**src/rtl/scan_seq_pkg.sv**
```systemverilog
package scan_seq_pkg;

  localparam int UNIT_W = 4;

  typedef enum logic {ST_WAIT = 1'b0, ST_RUN = 1'b1} scanState_t;

  // strobes from control to datapath
  typedef struct packed {
    logic slotStart;
    logic idle;
  } scanCtrl_t;

  // status from datapath to control
  typedef struct packed {
    logic slotEnd;
    logic syncHigh;
    logic syncRise;
  } scanStat_t;

  // half-millisecond units per timeslot for a spacing code
  function automatic logic [UNIT_W-1:0] unitsForCode(input logic [2:0] code);
    if (code < 3'd5) unitsForCode = {1'b0, code} + 4'd4;
    else             unitsForCode = {code, 1'b0};
  endfunction

endpackage

```
**src/rtl/scan_timer_dp.sv**
```systemverilog
module scan_timer_dp
  import scan_seq_pkg::*;
#(
  parameter int TICK_DIV = 125000
) (
  input  logic       clk,
  input  logic       rstN,
  input  scanCtrl_t  ctrl,
  input  logic [2:0] spacingCode,
  input  logic       burstDone,
  input  logic       syncIn,
  output scanStat_t  stat
);

  localparam int PRE_W = (TICK_DIV > 1) ? $clog2(TICK_DIV) : 1;
  localparam logic [PRE_W-1:0] PRE_LAST = PRE_W'(TICK_DIV - 1);

  logic [PRE_W-1:0]  preCnt;
  logic [UNIT_W-1:0] unitCnt;
  logic [UNIT_W-1:0] unitTarget;
  logic              burstActive;
  logic              timeUp;
  logic              syncS1, syncS2, syncS3;
  logic              unitTick;
  logic              lastTick;
  logic              burstBusy;

  assign unitTick  = !ctrl.idle && (preCnt == PRE_LAST);
  assign lastTick  = unitTick && (unitCnt == UNIT_W'(unitTarget - 4'd1));
  assign burstBusy = burstActive && !burstDone;

  assign stat.slotEnd  = (lastTick || timeUp) && !burstBusy;
  assign stat.syncHigh = syncS2;
  assign stat.syncRise = syncS2 && !syncS3;

  // two-flop synchronizer plus history flop for edge detection
  always_ff @(posedge clk or negedge rstN) begin
    if (!rstN) begin
      syncS1 <= 1'b0;
      syncS2 <= 1'b0;
      syncS3 <= 1'b0;
    end else begin
      syncS1 <= syncIn;
      syncS2 <= syncS1;
      syncS3 <= syncS2;
    end
  end

  // slot timer: prescaler restarts at every slot start
  always_ff @(posedge clk or negedge rstN) begin
    if (!rstN) begin
      preCnt      <= '0;
      unitCnt     <= '0;
      unitTarget  <= unitsForCode(3'd2);
      burstActive <= 1'b0;
      timeUp      <= 1'b0;
    end else if (ctrl.slotStart) begin
      preCnt      <= '0;
      unitCnt     <= '0;
      unitTarget  <= unitsForCode(spacingCode);
      burstActive <= 1'b1;
      timeUp      <= 1'b0;
    end else begin
      if (burstDone) burstActive <= 1'b0;
      if (lastTick && burstBusy) timeUp <= 1'b1;
      if (!ctrl.idle) begin
        if (unitTick) begin
          preCnt  <= '0;
          unitCnt <= unitCnt + 4'd1;
        end else begin
          preCnt <= preCnt + 1'b1;
        end
      end
    end
  end


  prescale_range_chk: assert property (@(posedge clk) disable iff (!rstN)
    ctrl.slotStart |=> (preCnt == '0 && unitCnt == '0));


  overrun_hold_chk: assert property (@(posedge clk) disable iff (!rstN)
    (timeUp && burstActive && !burstDone) |=> !burstActive || timeUp);

endmodule

```
**src/rtl/scan_ctrl.sv**
```systemverilog
module scan_ctrl
  import scan_seq_pkg::*;
#(
  parameter int NUM_KEYS = 10,
  parameter int KEY_W    = $clog2(NUM_KEYS)
) (
  input  logic             clk,
  input  logic             rstN,
  input  logic             edgeMode,
  input  logic             commBusy,
  input  scanStat_t        stat,
  output scanCtrl_t        ctrl,
  output logic [KEY_W-1:0] keyIdx,
  output logic             burstStart,
  output logic             syncPullLow
);

  localparam logic [KEY_W-1:0] LAST_KEY = KEY_W'(NUM_KEYS - 1);

  scanState_t state;
  logic       edgeArmed;
  logic       startReq;
  logic       nextKey;

  assign startReq = (state == ST_WAIT) && !commBusy &&
                    (edgeMode ? (stat.syncRise || edgeArmed) : stat.syncHigh);
  assign nextKey  = (state == ST_RUN) && stat.slotEnd && (keyIdx != LAST_KEY);

  assign ctrl.slotStart = startReq || nextKey;
  assign ctrl.idle      = (state == ST_WAIT);

  always_ff @(posedge clk or negedge rstN) begin
    if (!rstN) begin
      state       <= ST_WAIT;
      keyIdx      <= '0;
      burstStart  <= 1'b0;
      syncPullLow <= 1'b0;
      edgeArmed   <= 1'b0;
    end else begin
      burstStart <= 1'b0;
      if (state == ST_WAIT && edgeMode)
        edgeArmed <= (edgeArmed || stat.syncRise) && !startReq;
      else
        edgeArmed <= 1'b0;

      if (startReq) begin
        state       <= ST_RUN;
        keyIdx      <= '0;
        burstStart  <= 1'b1;
        syncPullLow <= 1'b0;
      end else if (state == ST_RUN && stat.slotEnd) begin
        if (keyIdx == LAST_KEY) begin
          state       <= ST_WAIT;
          keyIdx      <= '0;
          syncPullLow <= 1'b0;
        end else begin
          keyIdx      <= keyIdx + 1'b1;
          burstStart  <= 1'b1;
          syncPullLow <= !edgeMode;
        end
      end
    end
  end


  key_step_chk: assert property (@(posedge clk) disable iff (!rstN)
    nextKey |=> (burstStart && keyIdx == KEY_W'($past(keyIdx) + 1'b1)));


  scan_wrap_chk: assert property (@(posedge clk) disable iff (!rstN)
    (state == ST_RUN && stat.slotEnd && keyIdx == LAST_KEY) |=>
      (state == ST_WAIT && !burstStart && keyIdx == '0));


  no_early_start_chk: assert property (@(posedge clk) disable iff (!rstN)
    (state == ST_RUN && !stat.slotEnd) |=> !burstStart);


  pull_key_chk: assert property (@(posedge clk) disable iff (!rstN)
    syncPullLow |-> (state == ST_RUN && keyIdx != '0));


  busy_defer_chk: assert property (@(posedge clk) disable iff (!rstN)
    (state == ST_WAIT && commBusy) |=> !burstStart);


  single_pulse_chk: assert property (@(posedge clk) disable iff (!rstN)
    burstStart |=> !burstStart);


  pull_boundary_chk: assert property (@(posedge clk) disable iff (!rstN)
    !$stable(syncPullLow) |-> $past(state == ST_RUN && stat.slotEnd));

endmodule

```
**src/rtl/key_scan_sequencer.sv**
```systemverilog
module key_scan_sequencer
  import scan_seq_pkg::*;
#(
  parameter int TICK_DIV = 125000,
  parameter int NUM_KEYS = 10,
  localparam int KEY_W   = $clog2(NUM_KEYS)
) (
  input  logic             clk,
  input  logic             rstN,
  input  logic             edgeMode,
  input  logic [2:0]       spacingCode,
  input  logic             burstDone,
  input  logic             commBusy,
  input  logic             syncIn,
  output logic [KEY_W-1:0] keyIdx,
  output logic             burstStart,
  output logic             syncPullLow
);

  scanCtrl_t ctrl;
  scanStat_t stat;

  scan_timer_dp #(.TICK_DIV(TICK_DIV)) i_dp (
    .clk         (clk),
    .rstN        (rstN),
    .ctrl        (ctrl),
    .spacingCode (spacingCode),
    .burstDone   (burstDone),
    .syncIn      (syncIn),
    .stat        (stat)
  );

  scan_ctrl #(.NUM_KEYS(NUM_KEYS), .KEY_W(KEY_W)) i_ctrl (
    .clk         (clk),
    .rstN        (rstN),
    .edgeMode    (edgeMode),
    .commBusy    (commBusy),
    .stat        (stat),
    .ctrl        (ctrl),
    .keyIdx      (keyIdx),
    .burstStart  (burstStart),
    .syncPullLow (syncPullLow)
  );

endmodule

```
**config.mk**
```make
export PLATFORM = sky130hd
export DESIGN_NAME = key_scan_sequencer
export DESIGN_NICKNAME = d
export VERILOG_FILES = /design/src/rtl/scan_seq_pkg.sv /design/src/rtl/scan_timer_dp.sv /design/src/rtl/scan_ctrl.sv /design/src/rtl/key_scan_sequencer.sv
export SDC_FILE = /design/constraint.sdc
export NUM_CORES = 1
export LEC_CHECK = 0
export CAP_MARGIN = 10
export CORE_MARGIN = 2
export CORE_UTILIZATION = 45
export DETAILED_ROUTE_END_ITERATION = 8
export GPL_ROUTABILITY_DRIVEN = 1
export PLACE_DENSITY = 0.71
export SYNTH_ARGS = -nofsm -noshare
export SYNTH_HDL_FRONTEND = slang
export SYNTH_HIERARCHICAL = 1
export SYNTH_SLANG_ARGS = --single-unit
```
**constraint.sdc**
```tcl
create_clock -name clk -period 4.2 [get_ports clk]
set_input_delay 0.42 -clock clk [delete_from_list [all_inputs] [get_ports clk]]
set_output_delay 0.42 -clock clk [all_outputs]
set_load 0.01 [all_outputs]
```
Yosys cells after proc, flatten, opt, wreduce, memory -nomap -nowiden
Cells that the tools add are included.

Register bits after elaboration: 38. Output and inout port bits: 6. Word-level logic and storage cells: 78.

Add/subtract/negate cells: 5. Order comparisons: 1. Equality and inequality tests: 4. Multiplexer cells: 25. Bitwise gates (word level): 1. Reductions and logical operators: 29.

Operators by type and width (count): 17-bit 2-to-1 mux (3); 4-bit 2-to-1 mux (7); 17-bit by 1-bit adder with 17-bit output, second input constant (1); 17-bit == test, second input constant (1); 1-bit 2-to-1 mux (15); 1-bit logical AND (12); 2-bit nonzero test (6); 4-bit by 1-bit adder with 4-bit output, second input constant (2); 1-bit zero test (6); 3-bit by 3-bit adder with 4-bit output, second input constant (1); 4-bit == test (1); 4-bit == test, second input constant (1); 4-bit inequality test, second input constant (1); 2-bit AND reduction (2); 4-bit by 1-bit subtractor with 4-bit output, second input constant (1); 1-bit logical OR (3); 3-bit less-than comparator, second input constant (1); 1-bit inverter (1).

Longest topological paths before layout
Gate-level depths: netlist of the first run.

Depth after elaboration: 10. Depth in mapped cells: 13. Mapped depth without buffers: 13.

Cells and area by module
The synthesis of the first run kept the hierarchy.

By module, submodules not included: scan_timer_dp (instances 1, cells each 177, area each 1672.9 um2, seq. area each 753.2 um2); scan_ctrl (instances 1, cells each 34, area each 391.6 um2, seq. area each 200.2 um2).

Worst setup path before layout of the first run
Ideal clock, no wire load.

Path type: register to register. From: reg i_dp.preCnt[9]. To: reg i_dp.preCnt[9]. Data arrival time: 3146 ps. Setup slack: 977 ps. Stages on the path, launching flop included: 13. Path buffers: 1. Clock period less this slack: 3223 ps. Cells stage by stage: dfrtp_1 > or4b_1 > or3_1 > buf_6 > nor4_2 > o21a_1 > nand2_1 > or2_2 > nand2b_1 > nand2b_1 > nand2b_1 > or4_1 > a21oi_1.

RTL lines: start, declared (line scan_timer_dp.sv:18) `logic [PRE_W-1:0] preCnt;`; start signal, assigned (line scan_timer_dp.sv:71) `preCnt <= preCnt + 1'b1;`.

==> results of run 1 <==
-- Yosys cell counts, types with 3 or more instances --
library cell                n
sky130_fd_sc_hd__dfrtp_1   36
sky130_fd_sc_hd__and3_1     3
sky130_fd_sc_hd__nor3_1     5
sky130_fd_sc_hd__mux2_2     3
sky130_fd_sc_hd__o21ai_0    8
sky130_fd_sc_hd__nor2b_1    6
sky130_fd_sc_hd__a41oi_1    3
sky130_fd_sc_hd__xnor2_1    9
sky130_fd_sc_hd__nand2b_1   5
sky130_fd_sc_hd__nor2_1    16
sky130_fd_sc_hd__nor4_1     3
sky130_fd_sc_hd__nand3_1    9
sky130_fd_sc_hd__and2_1     6
sky130_fd_sc_hd__nand4_1    4
sky130_fd_sc_hd__or2_2      3
sky130_fd_sc_hd__xor2_1     4
sky130_fd_sc_hd__ha_1       5
sky130_fd_sc_hd__or3_1      5
sky130_fd_sc_hd__inv_1      9
sky130_fd_sc_hd__a21oi_1    9
sky130_fd_sc_hd__nand2_1   15
sky130_fd_sc_hd__nor3b_1    3
-- registers in the layout, summed over array words and instances (netlist names), 4 cells and up --
name and count:
i_ctrl/keyIdx 4, i_dp/preCnt 17, i_dp/unitCnt 4, i_dp/unitTarget 4
-- worst max-delay path by stage --
stage	startpoint	to	cells after the start
floorplan	i_dp/preCnt[9]	i_dp/preCnt[9]	12
global placement	i_dp/preCnt[9]	i_dp/preCnt[9]	11
detailed placement	i_dp/preCnt[9]	i_dp/preCnt[9]	11
CTS	i_dp/preCnt[9]	i_dp/preCnt[9]	11
global route	i_ctrl/state	i_dp/preCnt[12]	12
finish	i_dp/preCnt[9]	i_dp/preCnt[9]	11
-- stage by stage --
stage          total power, mW  setup WS [ns]  utilization (%)  area (sq um)
6_report                  1.21          0.489             54.1          2370
5_1_grt                   1.30          0.190             54.1          2370
4_1_cts                   1.22          0.482             54.1          2370
3_5_place_dp             0.841          0.521             51.0          2230
3_3_place_gp             0.834          0.611             51.0          2230
2_1_floorplan            0.756          0.977                -          2060
-- logic make-up (layout without fill, tap and decap cells) --
group	Yosys count	after routing	share of synthesized area, %
AOI/OAI and AO/OA	42	42	14.4
muxes	4	4	2.12
xor gates and xnor gates	13	13	5.52
adders and majority gates	5	5	3.03
DFF	38	38	46.2
buffers and inverters	15	32	3.45
and+or+nand+nor	94	94	25.3
-- per-layer routing --
layer  GRT usage (%)  share of wire [%]  vias up
met1            25.5                 50      765
met3            4.22                3.1        6
li1                -                  -      793
met4            8.18                2.1        0
met5               0                  0        -
met2            27.1                 45       24
-- power by group through the flow --
| stage | sequential (mW) | combinational [mW] | clock (mW) |
|---|---|---|---|
| after floorplan | 0.514 | 0.242 | 0 |
| after global routing | 0.548 | 0.359 | 0.395 |
| final | 0.530 | 0.305 | 0.372 |
| after global placement | 0.535 | 0.300 | 0 |
| after detailed placement | 0.537 | 0.304 | 0 |
| after CTS | 0.531 | 0.308 | 0.380 |
-- final cells by class --
cell class,count,area (sq um)
clock inverters,3,68.8
fillers,395,2010
multi-input cells,158,1040
flip-flops and latches,38,953
clock buffers,5,68.8
inverters,9,33.8
repair buffers,15,143
well taps,52,65.1
==> results.sh, run 1 <==
export IMPL_detail_route_iter0_violations=118
export IMPL_hold_path_class="input pin to async pin"
export IMPL_finalSetupViolCount=0
export IMPL_routed_wl_mm=3.99
export IMPL_pin_count_of_the_biggest_net_entering_global_routing=39
export IMPL_timing_critical_path_cells="or4b_1, or3_1, nor4_2, o21a_1, nand2_1, or2_2, nand2b_1, nand2b_1, nand2b_1, or4_1, a21oi_1"
export IMPL_grt_antenna_before_repair=0
export IMPL_routed_wire_length_per_instance_um=14.3
export IMPL_hold_viol_final=0
export IMPL_dieArea_sq_um=5150
export IMPL_place_gp_congestion=0.809
export IMPL_grt_use_total_pct=18.2
export IMPL_final_clock_skew_ns=0.0116
export IMPL_cts_repair_resized=0
export IMPL_critical_path_startpoint_type="flip-flop"
export IMPL_drt_pass1_iterations=6
export IMPL_grt_first_pass_wirelength_mm=7.28
export IMPL_synth_async_sr_flop_share_pct=100
export IMPL_post_synth_main_area_contributors="sky130_fd_sc_hd__dfrtp_1 (44%), sky130_fd_sc_hd__xnor2_1 (3.8%), sky130_fd_sc_hd__ha_1 (3.0%)"
export IMPL_r2r_setup_slack_ns=0.49
export IMPL_run_status="finished clean"
export IMPL_antenna_cells=0
export IMPL_final_min_clock_period_ns=3.71
export IMPL_power_switching_uw=377
export IMPL_h_tree_level_count=2
export IMPL_finalCritPeriodShare_pct=88.4
export IMPL_vdd_ir_drop_max_mv=0.249
export IMPL_via_count=1588
export IMPL_drive_above_1_share_pct=9.21
export IMPL_holdWs_ns=0.206
export IMPL_maxCapViolations=0
export IMPL_drc_errors=0
export IMPL_power_density_nw_per_um2=509
export IMPL_synth_ff_type="sky130_fd_sc_hd__dfrtp_1"
export IMPL_route_antenna_remaining_nets=0
export IMPL_synth_top_area_cell="sky130_fd_sc_hd__dfrtp_1"
export IMPL_drv_slew=0
export IMPL_layoutNonFillerInstCount=280
export IMPL_cp_common_cell="sky130_fd_sc_hd__nand2b_1"
export IMPL_sw_frac_of_total_pct=31.2
export IMPL_initial_cell_density_of_the_core_pct=47.1
export IMPL_clk_path_buf_depth=2
export IMPL_die_width_um=71.7
export IMPL_timing_worst_slew_pin_value_ns=0.807
export IMPL_buffer_ports_inserted=14
export IMPL_place_detailed_hpwl_mm=2.83
export IMPL_critical_path_class="flip-flop to flip-flop"
export IMPL_timing_max_slew_rel_slack_pct=46.2
export IMPL_regToRegEndpoint="i_dp/preCnt[9]"
export IMPL_pwr_share_clk_pct=30.8
export IMPL_final_cell_mix="sky130_fd_sc_hd__dfrtp_1 (36), sky130_fd_sc_hd__nor2_1 (16), sky130_fd_sc_hd__nand2_1 (15)"
export IMPL_post_synth_instance_area_sq_um=2060
export IMPL_reg2reg_depth=11
export IMPL_tritoncts="yes"
export IMPL_share_seq_of_total_power_pct=43.9
export IMPL_rows=24
export IMPL_fp_coreArea_sq_um=4380
export IMPL_cts_root_buf="sky130_fd_sc_hd__clkbuf_8"
export IMPL_rsz0062_at_grt="no"
export IMPL_worst_setup_hold_path_clk_slew_ns=0.08
export IMPL_area_delta_synth_final_pct=14.9
export IMPL_critical_path_slowest_cell="sky130_fd_sc_hd__or4b_1"
export IMPL_synth_avg_cell_area_sq_um=9.78
export IMPL_worst_endpoint_required_ns=4.42
export IMPL_timing_critical_path_fanout_max=9
export IMPL_boundaryPins=15
export IMPL_reg2reg_from="i_dp/preCnt[9]"
export IMPL_kind_of_cell_with_the_highest_combined_delay_on_the_critical_path="simple AND/OR/NAND/NOR gates"
export IMPL_setup_tns_final_ns=0
export IMPL_pwr_share_comb_pct=25.3
export IMPL_cts_setup_buffers=0
export IMPL_synth_largest_type_area_fraction_pct=43.6
export IMPL_synth_enable_flop_cells=0
export IMPL_most_common_library_cell_in_the_layout_ignoring_fill_and_taps="sky130_fd_sc_hd__dfrtp_1"
export IMPL_clock_insertion_delay_worst_skew_ns=0.30
export IMPL_place_detailed_instances=272
export IMPL_chipHeight_um=71.7
export IMPL_fmax_mhz=269
export IMPL_leakage_nw=0.997
export IMPL_cts_made_buffers=5
export IMPL_worstSetupEndpointType="flip-flop"
export IMPL_syn_instance_count=211
export IMPL_timing_critical_path_slowest_cell_delay_ns=0.55
export IMPL_via_count_of_the_first_global_routing_pass=1513
export IMPL_cts_hold_buf=0
export IMPL_synth_ff_latch_count=38
export IMPL_yosysSeqAreaShare_pct=46.2
export IMPL_power_internal_uw=831
export IMPL_globalRouteOverflowTotal=0
export IMPL_clock_sinks=38
export IMPL_finalNetCount=241
export IMPL_cp_num_buf_inv=0
export IMPL_ys_types=54
export IMPL_synth_warnings=6
export IMPL_postSynthNetCount=225
export IMPL_routed_via_density=5.67
export IMPL_worstPathArrival_ns=3.93
(Power assumes the default switching activity.)
==> inputs of run 2 (changes only) <==
--- a/config.mk
+++ b/config.mk
@@ -8,6 +8,7 @@
 export CAP_MARGIN = 10
 export CORE_MARGIN = 2
 export CORE_UTILIZATION = 45
+export CTS_CLUSTER_DIAMETER = 150
 export DETAILED_ROUTE_END_ITERATION = 8
 export GPL_ROUTABILITY_DRIVEN = 1
 export PLACE_DENSITY = 0.71
==> results of run 2 <==
No change in the layout: final DEF, timing and power equal those of run 1.
==> inputs of run 3 (changes only) <==
--- a/config.mk
+++ b/config.mk
@@ -6,6 +6,7 @@
 export NUM_CORES = 1
 export LEC_CHECK = 0
 export CAP_MARGIN = 10
+export CORE_ASPECT_RATIO = 0.75
 export CORE_MARGIN = 2
 export CORE_UTILIZATION = 45
 export CTS_CLUSTER_DIAMETER = 150
==> results.sh, run 3 (same netlist as run 1, synthesis figures left out) <==
export IMPL_run_status="finished clean"
export IMPL_buffer_ports_inserted=14
export IMPL_timing_worst_slew_pin_value_ns=0.824
export IMPL_power_switching_uw=362
export IMPL_finalSetupViolCount=0
export IMPL_boundaryPins=15
export IMPL_setup_tns_final_ns=0
export IMPL_place_gp_congestion=0.848
export IMPL_cts_setup_buffers=0
export IMPL_routed_wire_length_per_instance_um=14.0
export IMPL_rsz0062_at_grt="no"
export IMPL_area_delta_synth_final_pct=13.9
export IMPL_final_min_clock_period_ns=3.61
export IMPL_fp_coreArea_sq_um=4440
export IMPL_timing_critical_path_slowest_cell_delay_ns=0.57
export IMPL_sw_frac_of_total_pct=32.3
export IMPL_design_power_total_mw=1.12
export IMPL_worstPathArrival_ns=3.76
export IMPL_fmax_mhz=277
export IMPL_worst_endpoint_required_ns=4.35
export IMPL_grt_antenna_before_repair=0
export IMPL_drv_slew=0
export IMPL_r2r_setup_slack_ns=0.59
export IMPL_hold_viol_final=0
export IMPL_die_width_um=82.2
export IMPL_power_density_nw_per_um2=477
export IMPL_clock_sinks=38
export IMPL_routed_wl_mm=3.99
export IMPL_via_count_of_the_first_global_routing_pass=1600
export IMPL_power_internal_uw=759
export IMPL_regMostFlops="i_dp/preCnt"
export IMPL_maxCapViolations=0
export IMPL_regToRegEndpoint="i_dp/preCnt[7]"
export IMPL_timing_critical_path_fanout_max=22
export IMPL_route_antenna_remaining_nets=0
export IMPL_critical_path_slowest_cell="sky130_fd_sc_hd__or4b_1"
export IMPL_vdd_ir_drop_max_mv=0.255
export IMPL_pwr_share_clk_pct=25.6
export IMPL_clock_insertion_delay_worst_skew_ns=0.28
export IMPL_reg2reg_depth=12
export IMPL_rows=21
export IMPL_worst_setup_hold_path_clk_slew_ns=0.07
export IMPL_hold_path_class="input pin to async pin"
export IMPL_h_tree_level_count=2
export IMPL_cts_repair_resized=0
export IMPL_register_area_sq_um=953
export IMPL_worstSetupEndpoint="i_dp/preCnt[7]"
export IMPL_place_detailed_hpwl_mm=2.79
export IMPL_finalNetCount=241
export IMPL_multi_input_logic_area_sq_um=1040
export IMPL_antenna_cells=0
export IMPL_drt_pass1_iterations=4
export IMPL_cts_hold_buf=0
export IMPL_globalRouteOverflowTotal=0
export IMPL_timing_max_slew_rel_slack_pct=45.0
export IMPL_final_cell_mix="sky130_fd_sc_hd__dfrtp_1 (36), sky130_fd_sc_hd__nor2_1 (16), sky130_fd_sc_hd__nand2_1 (15)"
export IMPL_holdWs_ns=0.234
export IMPL_share_seq_of_total_power_pct=47.7
export IMPL_final_clock_skew_ns=0.00297
export IMPL_largest_register_ffs=17
export IMPL_cts_root_buf="sky130_fd_sc_hd__clkbuf_8"
export IMPL_worstSetupEndpointType="flip-flop"
export IMPL_final_fill_count=394
export IMPL_leakage_nw=0.986
export IMPL_dieArea_sq_um=5150
export IMPL_cts_made_buffers=5
export IMPL_critical_path_class="flip-flop to flip-flop"
export IMPL_initial_cell_density_of_the_core_pct=46.5
export IMPL_via_count=1589
export IMPL_routed_via_density=5.58
export IMPL_fin_ws_ns=0.593
export IMPL_pwr_share_comb_pct=26.6
export IMPL_chipHeight_um=62.7
export IMPL_finalCritPeriodShare_pct=85.9
export IMPL_detail_route_iter0_violations=188
export IMPL_drive_above_1_share_pct=9.21
export IMPL_grt_use_total_pct=18.3
export IMPL_critPathLaunch="i_dp/preCnt[9]"
export IMPL_placement_setup_worst_slack_ns=0.644
export IMPL_critical_path_startpoint_type="flip-flop"
export IMPL_timing_critical_path_cells="or4b_1, or3_1, nor4_2, o21a_1, nand2_1, or2_2, nand2b_1, buf_4, nor2b_1, nor4_1, xnor2_1, nor2_1"
export IMPL_most_common_library_cell_in_the_layout_ignoring_fill_and_taps="sky130_fd_sc_hd__dfrtp_1"
export IMPL_grt_first_pass_wirelength_mm=7.38
export IMPL_drc_errors=0
export IMPL_dpl_instance_area_sq_um=2240
export IMPL_pin_count_of_the_biggest_net_entering_global_routing=39
export IMPL_tritoncts="yes"
export IMPL_reg2reg_from="i_dp/preCnt[9]"
export IMPL_stdcell_area_sq_um=2350
export IMPL_clk_path_buf_depth=2
## run 3: cell count changes in the layout (fill, tap and decap cells not counted)
cell                        before  now
sky130_fd_sc_hd__bufinv_16       2    0
sky130_fd_sc_hd__clkinv_4        1    0
sky130_fd_sc_hd__clkbuf_8        5    8
## run 3: layer usage
metal  vias to the layer above  GRT usage, %  wire length [um]
met1                       754          27.4              2050
li1                        796             -                 -
met5                         -             0                 0
met4                         0          5.63                27
met2                        37          25.9              1720
met3                         2          4.34               196
## run 3: layout make-up
type                    count  share of cell area, %
multi-input cells         158                   44.2
well taps                  57                   3.03
repair buffers             15                   6.07
inverters                   9                   1.44
flip-flops and latches     38                   40.6
clock buffers               8                   4.68
## run 3: how the worst min path moves through the flow
stage	end	depth (start not counted)
3_5_place_dp	i_dp/syncS2	0
5_1_grt	i_dp/preCnt[9]	1
4_1_cts	i_dp/preCnt[0]	1
6_report	i_dp/unitTarget[3]	1
2_1_floorplan	i_ctrl/burstStart	0
3_3_place_gp	i_dp/syncS2	0
## run 3: metrics by stage
step                cells  utilization [%]
floorplan             211                -
global placement      277             50.5
detailed placement    277             50.5
CTS                   285             52.9
global route          285             52.9
finish                285             52.9
## run 3: power groups by stage
stage                     Combinational, mW  Clock (mW)  Sequential (mW)
after floorplan                       0.242           0            0.514
after global placement                0.294           0            0.537
after detailed placement              0.299           0            0.538
after CTS                             0.301       0.297            0.532
after global routing                  0.345       0.313            0.549
final                                 0.299       0.287            0.535
## run 3: worst max-delay path: cells and delay by family, from the launching register on
kind,cells,cell delay (ns)
buffers and inverters,1,0.26
AOI/OAI and AO/OA,1,0.17
xor gates and xnor gates,1,0.16
DFF,1,0.44
and+or+nand+nor,9,2.44
